**config.mk**
```make
export PLATFORM = sky130hd
export DESIGN_NAME = rx_match_filter
export DESIGN_NICKNAME = d
export VERILOG_FILES = /design/src/rtl/rxf_pkg.sv /design/src/rtl/rxf_regs.sv /design/src/rtl/rxf_decide.sv /design/src/rtl/rx_match_filter.sv
export SDC_FILE = /design/constraint.sdc
export NUM_CORES = 1
export LEC_CHECK = 0
export ABC_AREA = 1
export BUFFER_PORTS_ARGS = -buffer_cell sky130_fd_sc_hd__buf_2
export CAP_MARGIN = 20
export CORE_MARGIN = 3
export CORE_UTILIZATION = 44
export CTS_CLUSTER_SIZE = 24
export DETAILED_ROUTE_END_ITERATION = 8
export GPL_TIMING_DRIVEN = 1
export PLACE_DENSITY = 0.7
export SYNTH_ARGS = -nofsm -noshare
export SYNTH_HDL_FRONTEND = slang
export SYNTH_SLANG_ARGS = --single-unit
```
**constraint.sdc**
```tcl
create_clock -name clk -period 2.15 [get_ports clk]
set_input_delay 0.5375 -clock clk [delete_from_list [all_inputs] [get_ports clk]]
set_output_delay 0.5375 -clock clk [all_outputs]
set_load 0.05 [all_outputs]
```
**src/rtl/rxf_pkg.sv**
```systemverilog
package rxf_pkg;
    localparam int ADDR_W      = 48;
    localparam int DATA_W      = 32;
    localparam int HI_W        = ADDR_W - DATA_W;
    localparam int AID_W       = 14;
    localparam int MC_BITS     = 64;
    localparam int MC_IDX_W    = $clog2(MC_BITS);
    localparam int MC_WORDS    = MC_BITS / DATA_W;
    localparam int IDX_IN_W    = 8;
    localparam int TF_W        = 8;
    localparam int CLS_W       = $clog2(TF_W);
    localparam int PROMISC_BIT = TF_W - 1;
    localparam int HASH_W      = MC_IDX_W;
    localparam int HASH_SLICES = ADDR_W / HASH_W;
    localparam int REG_AW      = 4;

    localparam logic [REG_AW-1:0] REG_STA_LO  = 4'd0;
    localparam logic [REG_AW-1:0] REG_STA_HI  = 4'd1;
    localparam logic [REG_AW-1:0] REG_BSS_LO  = 4'd2;
    localparam logic [REG_AW-1:0] REG_BSS_HI  = 4'd3;
    localparam logic [REG_AW-1:0] REG_MASK_LO = 4'd4;
    localparam logic [REG_AW-1:0] REG_MASK_HI = 4'd5;
    localparam logic [REG_AW-1:0] REG_CLASS   = 4'd6;
    localparam logic [REG_AW-1:0] REG_CTRL    = 4'd7;
    localparam int                REG_MC_BASE = 8;

    typedef enum logic [1:0] {
        S_IDLE = 2'd0,
        S_EVAL = 2'd1,
        S_DONE = 2'd2
    } dec_state_t;
endpackage

```
**src/rtl/rxf_regs.sv**
```systemverilog
module rxf_regs
    import rxf_pkg::*;
(
    input  logic                clk,
    input  logic                rst_n,
    input  logic                wr_en,
    input  logic [REG_AW-1:0]   wr_addr,
    input  logic [DATA_W-1:0]   wr_data,
    input  logic [REG_AW-1:0]   rd_addr,
    output logic [DATA_W-1:0]   rd_data,
    input  logic                idx_set,
    input  logic                idx_clr,
    input  logic [IDX_IN_W-1:0] idx_val,
    output logic [ADDR_W-1:0]   sta_o,
    output logic [ADDR_W-1:0]   mask_o,
    output logic [MC_BITS-1:0]  mc_o,
    output logic [TF_W-1:0]     tf_o,
    output logic                rx_dis_o
);
    logic [ADDR_W-1:0]  sta_q, bss_q, mask_q;
    logic [AID_W-1:0]   aid_q;
    logic [MC_BITS-1:0] mc_q, mc_nxt;
    logic [TF_W-1:0]    tf_q;
    logic               dis_q;
    logic               idx_ok, mc_bus_wr;

    assign idx_ok = (idx_val < IDX_IN_W'(MC_BITS));

    // Group filter next value: index command first, bus word write overrides.
    always_comb begin
        mc_nxt    = mc_q;
        mc_bus_wr = 1'b0;
        if (idx_ok) begin
            if (idx_set) mc_nxt[idx_val[MC_IDX_W-1:0]] = 1'b1;
            if (idx_clr) mc_nxt[idx_val[MC_IDX_W-1:0]] = 1'b0;
        end
        for (int w = 0; w < MC_WORDS; w++) begin
            if (wr_en && wr_addr == REG_AW'(REG_MC_BASE + w)) begin
                mc_nxt[w*DATA_W +: DATA_W] = wr_data;
                mc_bus_wr = 1'b1;
            end
        end
    end

    always_ff @(posedge clk) begin
        if (!rst_n) begin
            sta_q  <= '0;
            bss_q  <= '0;
            aid_q  <= '0;
            mask_q <= '1;
            mc_q   <= '0;
            tf_q   <= '0;
            dis_q  <= 1'b0;
        end else begin
            mc_q <= mc_nxt;
            if (wr_en) begin
                case (wr_addr)
                    REG_STA_LO:  sta_q[DATA_W-1:0]       <= wr_data;
                    REG_STA_HI:  sta_q[ADDR_W-1:DATA_W]  <= wr_data[HI_W-1:0];
                    REG_BSS_LO:  bss_q[DATA_W-1:0]       <= wr_data;
                    REG_BSS_HI: begin
                        bss_q[ADDR_W-1:DATA_W] <= wr_data[HI_W-1:0];
                        aid_q                  <= wr_data[HI_W +: AID_W];
                        mask_q                 <= '1;
                    end
                    REG_MASK_LO: mask_q[DATA_W-1:0]      <= wr_data;
                    REG_MASK_HI: mask_q[ADDR_W-1:DATA_W] <= wr_data[HI_W-1:0];
                    REG_CLASS:   tf_q                    <= wr_data[TF_W-1:0];
                    REG_CTRL:    dis_q                   <= wr_data[0];
                    default: ;
                endcase
            end
        end
    end

    always_comb begin
        rd_data = '0;
        case (rd_addr)
            REG_STA_LO:  rd_data = sta_q[DATA_W-1:0];
            REG_STA_HI:  rd_data[HI_W-1:0] = sta_q[ADDR_W-1:DATA_W];
            REG_BSS_LO:  rd_data = bss_q[DATA_W-1:0];
            REG_BSS_HI: begin
                rd_data[HI_W-1:0]     = bss_q[ADDR_W-1:DATA_W];
                rd_data[HI_W +: AID_W] = aid_q;
            end
            REG_MASK_LO: rd_data = mask_q[DATA_W-1:0];
            REG_MASK_HI: rd_data[HI_W-1:0] = mask_q[ADDR_W-1:DATA_W];
            REG_CLASS:   rd_data[TF_W-1:0] = tf_q;
            REG_CTRL:    rd_data[0] = dis_q;
            default: ;
        endcase
        for (int w = 0; w < MC_WORDS; w++) begin
            if (rd_addr == REG_AW'(REG_MC_BASE + w)) rd_data = mc_q[w*DATA_W +: DATA_W];
        end
    end

    assign sta_o    = sta_q;
    assign mask_o   = mask_q;
    assign mc_o     = mc_q;
    assign tf_o     = tf_q;
    assign rx_dis_o = dis_q;

    // Association write opens the mask completely.
    p_assoc_mask_r2: assert property (@(posedge clk) disable iff (!rst_n)
        (wr_en && wr_addr == REG_BSS_HI) |=> (mask_o == '1));

    // Out-of-range index with no word write keeps the filter.
    p_idx_oob_r7: assert property (@(posedge clk) disable iff (!rst_n)
        ((idx_set || idx_clr) && !idx_ok && !mc_bus_wr) |=> $stable(mc_o));
endmodule

```
**src/rtl/rxf_decide.sv**
```systemverilog
module rxf_decide
    import rxf_pkg::*;
(
    input  logic               clk,
    input  logic               rst_n,
    input  logic               hdr_valid,
    input  logic [ADDR_W-1:0]  hdr_da,
    input  logic [ADDR_W-1:0]  hdr_bssid,
    input  logic [CLS_W-1:0]   hdr_cls,
    input  logic [ADDR_W-1:0]  sta,
    input  logic [ADDR_W-1:0]  mask,
    input  logic [MC_BITS-1:0] mc,
    input  logic [TF_W-1:0]    tf,
    input  logic               rx_dis,
    output logic               hdr_ready,
    output logic               dec_valid,
    output logic               accept,
    output logic               ack_ok
);
    dec_state_t        state_q, state_d;
    logic [ADDR_W-1:0] da_q, bss_q;
    logic [CLS_W-1:0]  cls_q;
    logic              acc_q, ack_q, acc_d, ack_d;
    logic              is_group, bss_ok, uni_hit, grp_hit, addr_ok;
    logic [HASH_W-1:0] hash;

    always_comb begin
        state_d = state_q;
        unique case (state_q)
            S_IDLE:  if (hdr_valid) state_d = S_EVAL;
            S_EVAL:  state_d = S_DONE;
            S_DONE:  state_d = S_IDLE;
            default: state_d = S_IDLE;
        endcase
    end

    always_comb begin
        hash = '0;
        for (int s = 0; s < HASH_SLICES; s++) hash ^= da_q[s*HASH_W +: HASH_W];
        is_group = da_q[0];
        bss_ok   = (((bss_q ^ sta) & mask) == '0);
        uni_hit  = !is_group && (da_q == sta) && bss_ok;
        grp_hit  = mc[hash];
        addr_ok  = is_group ? grp_hit : uni_hit;
        acc_d    = !rx_dis && (tf[PROMISC_BIT] || (tf[cls_q] && addr_ok));
        ack_d    = acc_d && uni_hit;
    end

    always_ff @(posedge clk) begin
        if (!rst_n) begin
            state_q <= S_IDLE;
            da_q    <= '0;
            bss_q   <= '0;
            cls_q   <= '0;
            acc_q   <= 1'b0;
            ack_q   <= 1'b0;
        end else begin
            state_q <= state_d;
            if (state_q == S_IDLE && hdr_valid) begin
                da_q  <= hdr_da;
                bss_q <= hdr_bssid;
                cls_q <= hdr_cls;
            end
            if (state_q == S_EVAL) begin
                acc_q <= acc_d;
                ack_q <= ack_d;
            end
        end
    end

    always_comb begin
        hdr_ready = (state_q == S_IDLE);
        dec_valid = (state_q == S_DONE);
        accept    = dec_valid && acc_q;
        ack_ok    = dec_valid && ack_q;
    end

    p_no_overlap_r10: assert property (@(posedge clk) disable iff (!rst_n)
        !(hdr_ready && dec_valid));
    p_one_cycle_r10: assert property (@(posedge clk) disable iff (!rst_n)
        dec_valid |=> !dec_valid);
    p_ack_accept_r4: assert property (@(posedge clk) disable iff (!rst_n)
        ack_ok |-> accept);
    p_rx_disable_r9: assert property (@(posedge clk) disable iff (!rst_n)
        (state_q == S_EVAL && rx_dis) |=> (!accept && !ack_ok));
endmodule

```
**src/rtl/rx_match_filter.sv**
```systemverilog
module rx_match_filter
    import rxf_pkg::*;
(
    input  logic        clk,
    input  logic        rst_n,
    input  logic        wr_en,
    input  logic [3:0]  wr_addr,
    input  logic [31:0] wr_data,
    input  logic [3:0]  rd_addr,
    output logic [31:0] rd_data,
    input  logic        idx_set,
    input  logic        idx_clr,
    input  logic [7:0]  idx_val,
    input  logic        hdr_valid,
    output logic        hdr_ready,
    input  logic [47:0] hdr_da,
    input  logic [47:0] hdr_bssid,
    input  logic [2:0]  hdr_cls,
    output logic        dec_valid,
    output logic        accept,
    output logic        ack_ok
);
    logic [ADDR_W-1:0]  sta_w, mask_w;
    logic [MC_BITS-1:0] mc_w;
    logic [TF_W-1:0]    tf_w;
    logic               dis_w;

    rxf_regs u_regs (
        .clk      (clk),
        .rst_n    (rst_n),
        .wr_en    (wr_en),
        .wr_addr  (wr_addr),
        .wr_data  (wr_data),
        .rd_addr  (rd_addr),
        .rd_data  (rd_data),
        .idx_set  (idx_set),
        .idx_clr  (idx_clr),
        .idx_val  (idx_val),
        .sta_o    (sta_w),
        .mask_o   (mask_w),
        .mc_o     (mc_w),
        .tf_o     (tf_w),
        .rx_dis_o (dis_w)
    );

    rxf_decide u_decide (
        .clk       (clk),
        .rst_n     (rst_n),
        .hdr_valid (hdr_valid),
        .hdr_da    (hdr_da),
        .hdr_bssid (hdr_bssid),
        .hdr_cls   (hdr_cls),
        .sta       (sta_w),
        .mask      (mask_w),
        .mc        (mc_w),
        .tf        (tf_w),
        .rx_dis    (dis_w),
        .hdr_ready (hdr_ready),
        .dec_valid (dec_valid),
        .accept    (accept),
        .ack_ok    (ack_ok)
    );
endmodule

```
# Word level (Yosys, flattened, before mapping)
# Cells that the tools add are included.
[word_totals]
reg_bits = 334
in_bits = 153
word_cells = 110
[op_classes]
n_lt_le_gt_ge = 5
n_eq_ne = 22
mux = 24
bitwise = 12
n_reduce_logical = 30
[ops]
columns = ["op", "n"]
rows = [
  ["$mux W64", 4],
  ["$mux W32", 4],
  ["$and A64 B64 Y64", 1],
  ["$not A64 Y64", 1],
  ["$or A64 B64 Y64", 1],
  ["$pmux W32 S2", 1],
  ["$pmux W14 S4", 1],
  ["$pmux W7 S7", 1],
  ["$and A48 B48 Y48", 1],
  ["$eq A48 B48 Y1", 1],
  ["$logic_not A48 Y1", 1],
  ["$pmux W8 S6", 1],
  ["$xor A48 B48 Y48", 1],
  ["$xor A6 B6 Y6", 7],
  ["$eq A4 B3 Y1 const B", 8],
  ["$pmux W16 S2", 1],
  ["$eq A4 B2 Y1 const B", 4],
  ["$eq A4 B4 Y1 const B", 4],
  ["$reduce_and A2 Y1", 8],
  ["$lt A6 B7 Y1 const B", 2],
  ["$logic_and A1 B1 Y1", 11],
  ["$eq A4 B1 Y1 const B", 2],
  ["$logic_not A4 Y1", 2],
  ["$lt A8 B7 Y1 const B", 1],
  ["17 further kinds", 24],
]

# Depth between registers and ports, before layout
[logic_depth]
ltp_word = 14
ltp_mapped = 22
mapped_depth_nobuf = 22

# By module
# Synthesis repeated with hierarchy kept, for this count alone.
[unflattened]
cells_unflattened = 2964
area_unflattened_um2 = 18373.9
[by_module_without_submodules]
columns = ["module", "instances", "cells_each", "area_per_inst_um2", "seq_area_each_um2"]
rows = [
  ["rxf_regs", 1, 1992, 12129.1, 4624.4],
  ["rxf_decide", 1, 972, 6244.7, 2062.0],
]

# Worst setup path before layout
# Ideal clock, no wire load.
[synth_timing]
path_type = "input port to output port"
start = "input port rd_addr[3]"
end = "output port rd_data[2]"
t_arrival_ps = 2121
required_time_ps = 1612
slack_ps = -509
path_stages = 7
n_path_buf = 2
path_cell_list = "nor2_1 inv_1 nor2_1 clkbuf_1 buf_1 a21oi_1 o2111ai_1"
[synth_via]
elab_chain_len = 4
elab_cells_between_ends = 12
[synth_lines]
columns = ["element", "line_no", "source"]
rows = [
  ["start, declared", "rx_match_filter.sv:9", "input logic [3:0] rd_addr,"],
  ["$eq A4 B3 Y1 (tied with other cells)", "rxf_regs.sv:78", "case (rd_addr)"],
  ["$pmux W7 S7", "rxf_regs.sv:78", ""],
  ["$mux W32", "rxf_regs.sv:93", "if (rd_addr == REG_AW'(REG_MC_BASE + w)) rd_data = mc_q[w*DATA_W +: DATA_W];"],
  ["$mux W32 *", "rxf_regs.sv:93", ""],
  ["end, declared", "rx_match_filter.sv:10", "output logic [31:0] rd_data,"],
]
# Every way passes the cells marked *; elsewhere a longest branch is shown, timed or not.

# Worst setup path in the final report
[layout_timing]
start = "register u_regs.mask_q[37], in the netlist u_regs.mask_o[37]"
end = "output port rd_data[5]"
[layout_via]
elab_chain_len = 3
[layout_lines]
columns = ["element", "line_no", "source"]
rows = [
  ["start, declared", "rxf_regs.sv:20", "logic [ADDR_W-1:0] sta_q, bss_q, mask_q;"],
  ["start signal, assigned by index", "rxf_regs.sv:66", "REG_MASK_LO: mask_q[DATA_W-1:0] <= wr_data;"],
  ["start signal, assigned by index", "rxf_regs.sv:67", "REG_MASK_HI: mask_q[ADDR_W-1:DATA_W] <= wr_data[HI_W-1:0];"],
  ["$pmux W7 S7", "rxf_regs.sv:78", ""],
  ["$mux W32 (2 in a row)", "rxf_regs.sv:93", ""],
]
# Every way passes these cells.

==> run metrics <==
status=finished, violations left; failing checks=setup timing; Async SR Flop Fraction=0; crit path cell chain=a32o_1 -> a2111oi_4 -> buf_4 -> o211ai_1 -> clkbuf_16; # setup viols final=34; port bufs=roughly 190; worst setup margin=-0.501 ns; antenna violations before repair=0; RSZ-0062 raised after global routing=true; Place WS=-0.798 ns; crit start category=register; maximum vdd drop=just over 600 µV; Final Non-Filler Cells=3432; Sink Count=334; largest net degree at the start of global routing=84; CTS clk-pin slew, worst paths=approximately 0.060 ns; Iter 0 DRT Violations=2166; fill cell count=around 3400; classification of the worst setup path=register to output pin; final worst-path cycle share=1.23; clock root buffer master=clkbuf_16; final instance area=24300 µm²; Final Hold Fails=0; die width=203 µm; max incr delay on CP=around 0.4 ns; number of global-route vias before repair=around 19000; HPWL Detailed=about 56000 µm; Area contributors post-synth=dfxtp_1, nand2_1, o21ai_0; share of layout cells above drive strength 1=0.279; Hold Path Class=input pin to register; power per cell area=759 nW/µm²; ANT nets after route=0; clk_skew=0.0122 ns; EDFF count, synth=0; via count=~20000; Max Transition Viols Final=0; Ys Warns=0; fin nets=3046; setup TNS=-13.78 ns; Die Ht=203 µm; TritonRoute pass-1 iters=6; die area=41400 µm²; std cell rows=71; gpl congestion=1.02; synth-to-layout area growth=41.7%; DR WL/cell=approximately 22 µm; post-synth top area cell=dfxtp_1; CTS tree=done; max-capacitance violation count=0; leakage power=around 10 nW; cell area after synthesis=17100 µm²; WP data arrival=2.11 ns; cts hold-fix bufs=0; ANT cells=0; post-synth top area share=0.390; Synth Area per Inst=6.79 µm²; GRT Util Overall=0.357; register area share after synthesis=0.390; Top Ports=between 150 and 200; Max stage delay cell, worst path=a2111oi_4; post-placement cell area=~21000 µm²; critical path fanouts, max=3; slew margin rel.=0.648; H-tree depth=2; drt total wl=~77000 µm; critical path data required time=1.61 ns; Register Area=6710 µm²; post-placement cell count=3316; placeable core area=between 30000 and 40000 µm²; Slew @ Worst Pin=between 0.5 and 0.6 ns; Multi-input gate area=10500 µm²; maximum clock path buffer count=3; worst skew pair latency=between 0.5 and 0.6 ns; TritonCTS buffer count=38; Post-route DRC=0; Synth Flop Type=dfxtp_1; initial core utilization=0.451; Unique masters post-synth=48; Synth Register Bits=334; first-pass GRT wire length=114000 µm; vias per cell=between 5 and 6; Mapped Cells=approximately 2500; gr ovfl total=0; fmax=377 MHz; Tmin final=2.65 ns; Synthesized Nets=around 2700; Worst setup EP type=output pin
cell usage in the layout, fill, tap and decap left out, types with 7 or more instances in the layout:
| cell | count |
|---|---|
| nor3_1 | 59 |
| nor2_4 | 10 |
| inv_2 | 26 |
| a21oi_2 | 9 |
| buf_12 | 46 |
| buf_6 | 30 |
| nand3_1 | 172 |
| a221oi_4 | 17 |
| nor2_2 | 9 |
| o22ai_1 | 15 |
| a221oi_2 | 9 |
| o21ai_0 | 276 |
| a31oi_1 | 66 |
| o21ai_2 | 7 |
| buf_16 | 9 |
| dfxtp_2 | 17 |
| nand3_4 | 12 |
| nand2_2 | 28 |
| clkbuf_1 | 8 |
| inv_1 | 162 |
| nand2_4 | 17 |
| nand3_2 | 58 |
| xnor2_1 | 22 |
| o211ai_1 | 63 |
| buf_4 | 227 |
| buf_2 | 151 |
| xor2_1 | 36 |
| clkbuf_8 | 9 |
| or2_2 | 7 |
| buf_8 | 16 |
| nand2_1 | 406 |
| dfxtp_1 | 317 |
| nand4_1 | 9 |
| nor2_1 | 316 |
| clkbuf_16 | 44 |
| a21oi_1 | 128 |
worst max-delay path, delay by kind of cell (launching register included):
family	cells	cell delay (ns)
buffers and inverters	2	0.39
flip-flops	1	0.35
AO/OA/AOI/OAI	3	0.81
repair_timing:
action                                  in CTS  in global routing
endpoints found under the setup margin      34                 34
resized for setup                          271                123
cloned                                      13                  2
buffers inserted                            35                 13
pin swaps                                   53                 62
per-stage QoR:
| step | hold slack (ns) | total power, W | util |
|---|---|---|---|
| final | 0.219 | 0.0184 | 0.639 |
| after global placement | 0.456 | 0.0104 | 0.546 |
| after detailed placement | 0.465 | 0.0104 | 0.546 |
| after floorplan | 0.432 | 0.00868 | - |
| after global routing | 0.225 | 0.0190 | 0.639 |
| after CTS | 0.202 | 0.0180 | 0.624 |
flip-flops by register name, summed over array words and instances, names as in the netlist, 3 cells and up:
name            count
u_regs.sta_o       48
u_decide.bss_q     48
u_regs.aid_q       14
u_regs.tf_o         8
u_decide.da_q      48
u_regs.bss_q       48
u_regs.mask_o      48
u_decide.cls_q      3
u_regs.mc_o        64
synth_stat cells, types with 3 or more instances:
cell	count
or2_1	4
a2111oi_0	3
buf_4	3
nand2_1	448
a221oi_1	32
nand3_2	3
dfxtp_1	334
inv_1	184
o22ai_1	17
nor4_1	4
xnor2_1	23
nand4_1	9
o21ai_0	292
nand2_2	5
nor2_1	334
inv_2	11
a31o_2	3
o221ai_1	9
a21oi_1	136
o211ai_1	63
o311ai_0	3
a221o_1	3
a31oi_1	67
or2_2	7
o2111ai_1	10
nand3_1	239
buf_2	7
buf_1	7
a32o_1	8
clkbuf_1	137
xor2_1	36
nor3_1	60
cell type report:
class                   instances  area share
flip-flops and latches        334       0.276
well taps                     511      0.0263
inverters                     196      0.0323
clock buffers                  56      0.0465
repair buffers                484       0.178
multi-input cells            1839       0.433
clock inverters                12     0.00752
metal layers:
layer  vias to the layer above  part of all wire  wire length [µm]  track usage
met4                         0             0.050              3830        0.160
met1                      9508              0.41             31500        0.494
li1                       9361                 -                 -            -
met3                       229              0.11              8380       0.0643
met5                         -                 0                 0            0
met2                      1266              0.43             33100        0.547
logic make-up after synthesis:
kind of cell | Yosys count | share of synthesized area
flip-flops | 334 | 0.390
buffers and inverters | 352 | 0.0791
AO/OA/AOI/OAI | 658 | 0.226
AND/OR/NAND/NOR | 1120 | 0.274
XOR/XNOR | 60 | 0.0311
final timing paths:
path | start | to | slack, ns | cells after the start
worst max register to register | u_decide.da_q[12] | u_decide.ack_q | -0.29 | 22
worst max-delay path | u_regs.mask_o[37] | rd_data[5] | -0.50 | 5
worst min register to register | u_decide.bss_q[36] | u_decide.bss_q[36] | 0.47 | 2
worst min-delay path | hdr_da[3] | u_decide.da_q[3] | 0.22 | 3
power by group:
group	leakage [nW]	total, W	switching, W	internal [W]
combinational	6.76	0.00477	0.00279	0.00198
clock	0.649	0.00692	0.00279	0.00413
sequential	2.73	0.00674	0.000274	0.00646
No activity file was read; power rests on OpenSTA's default activity.
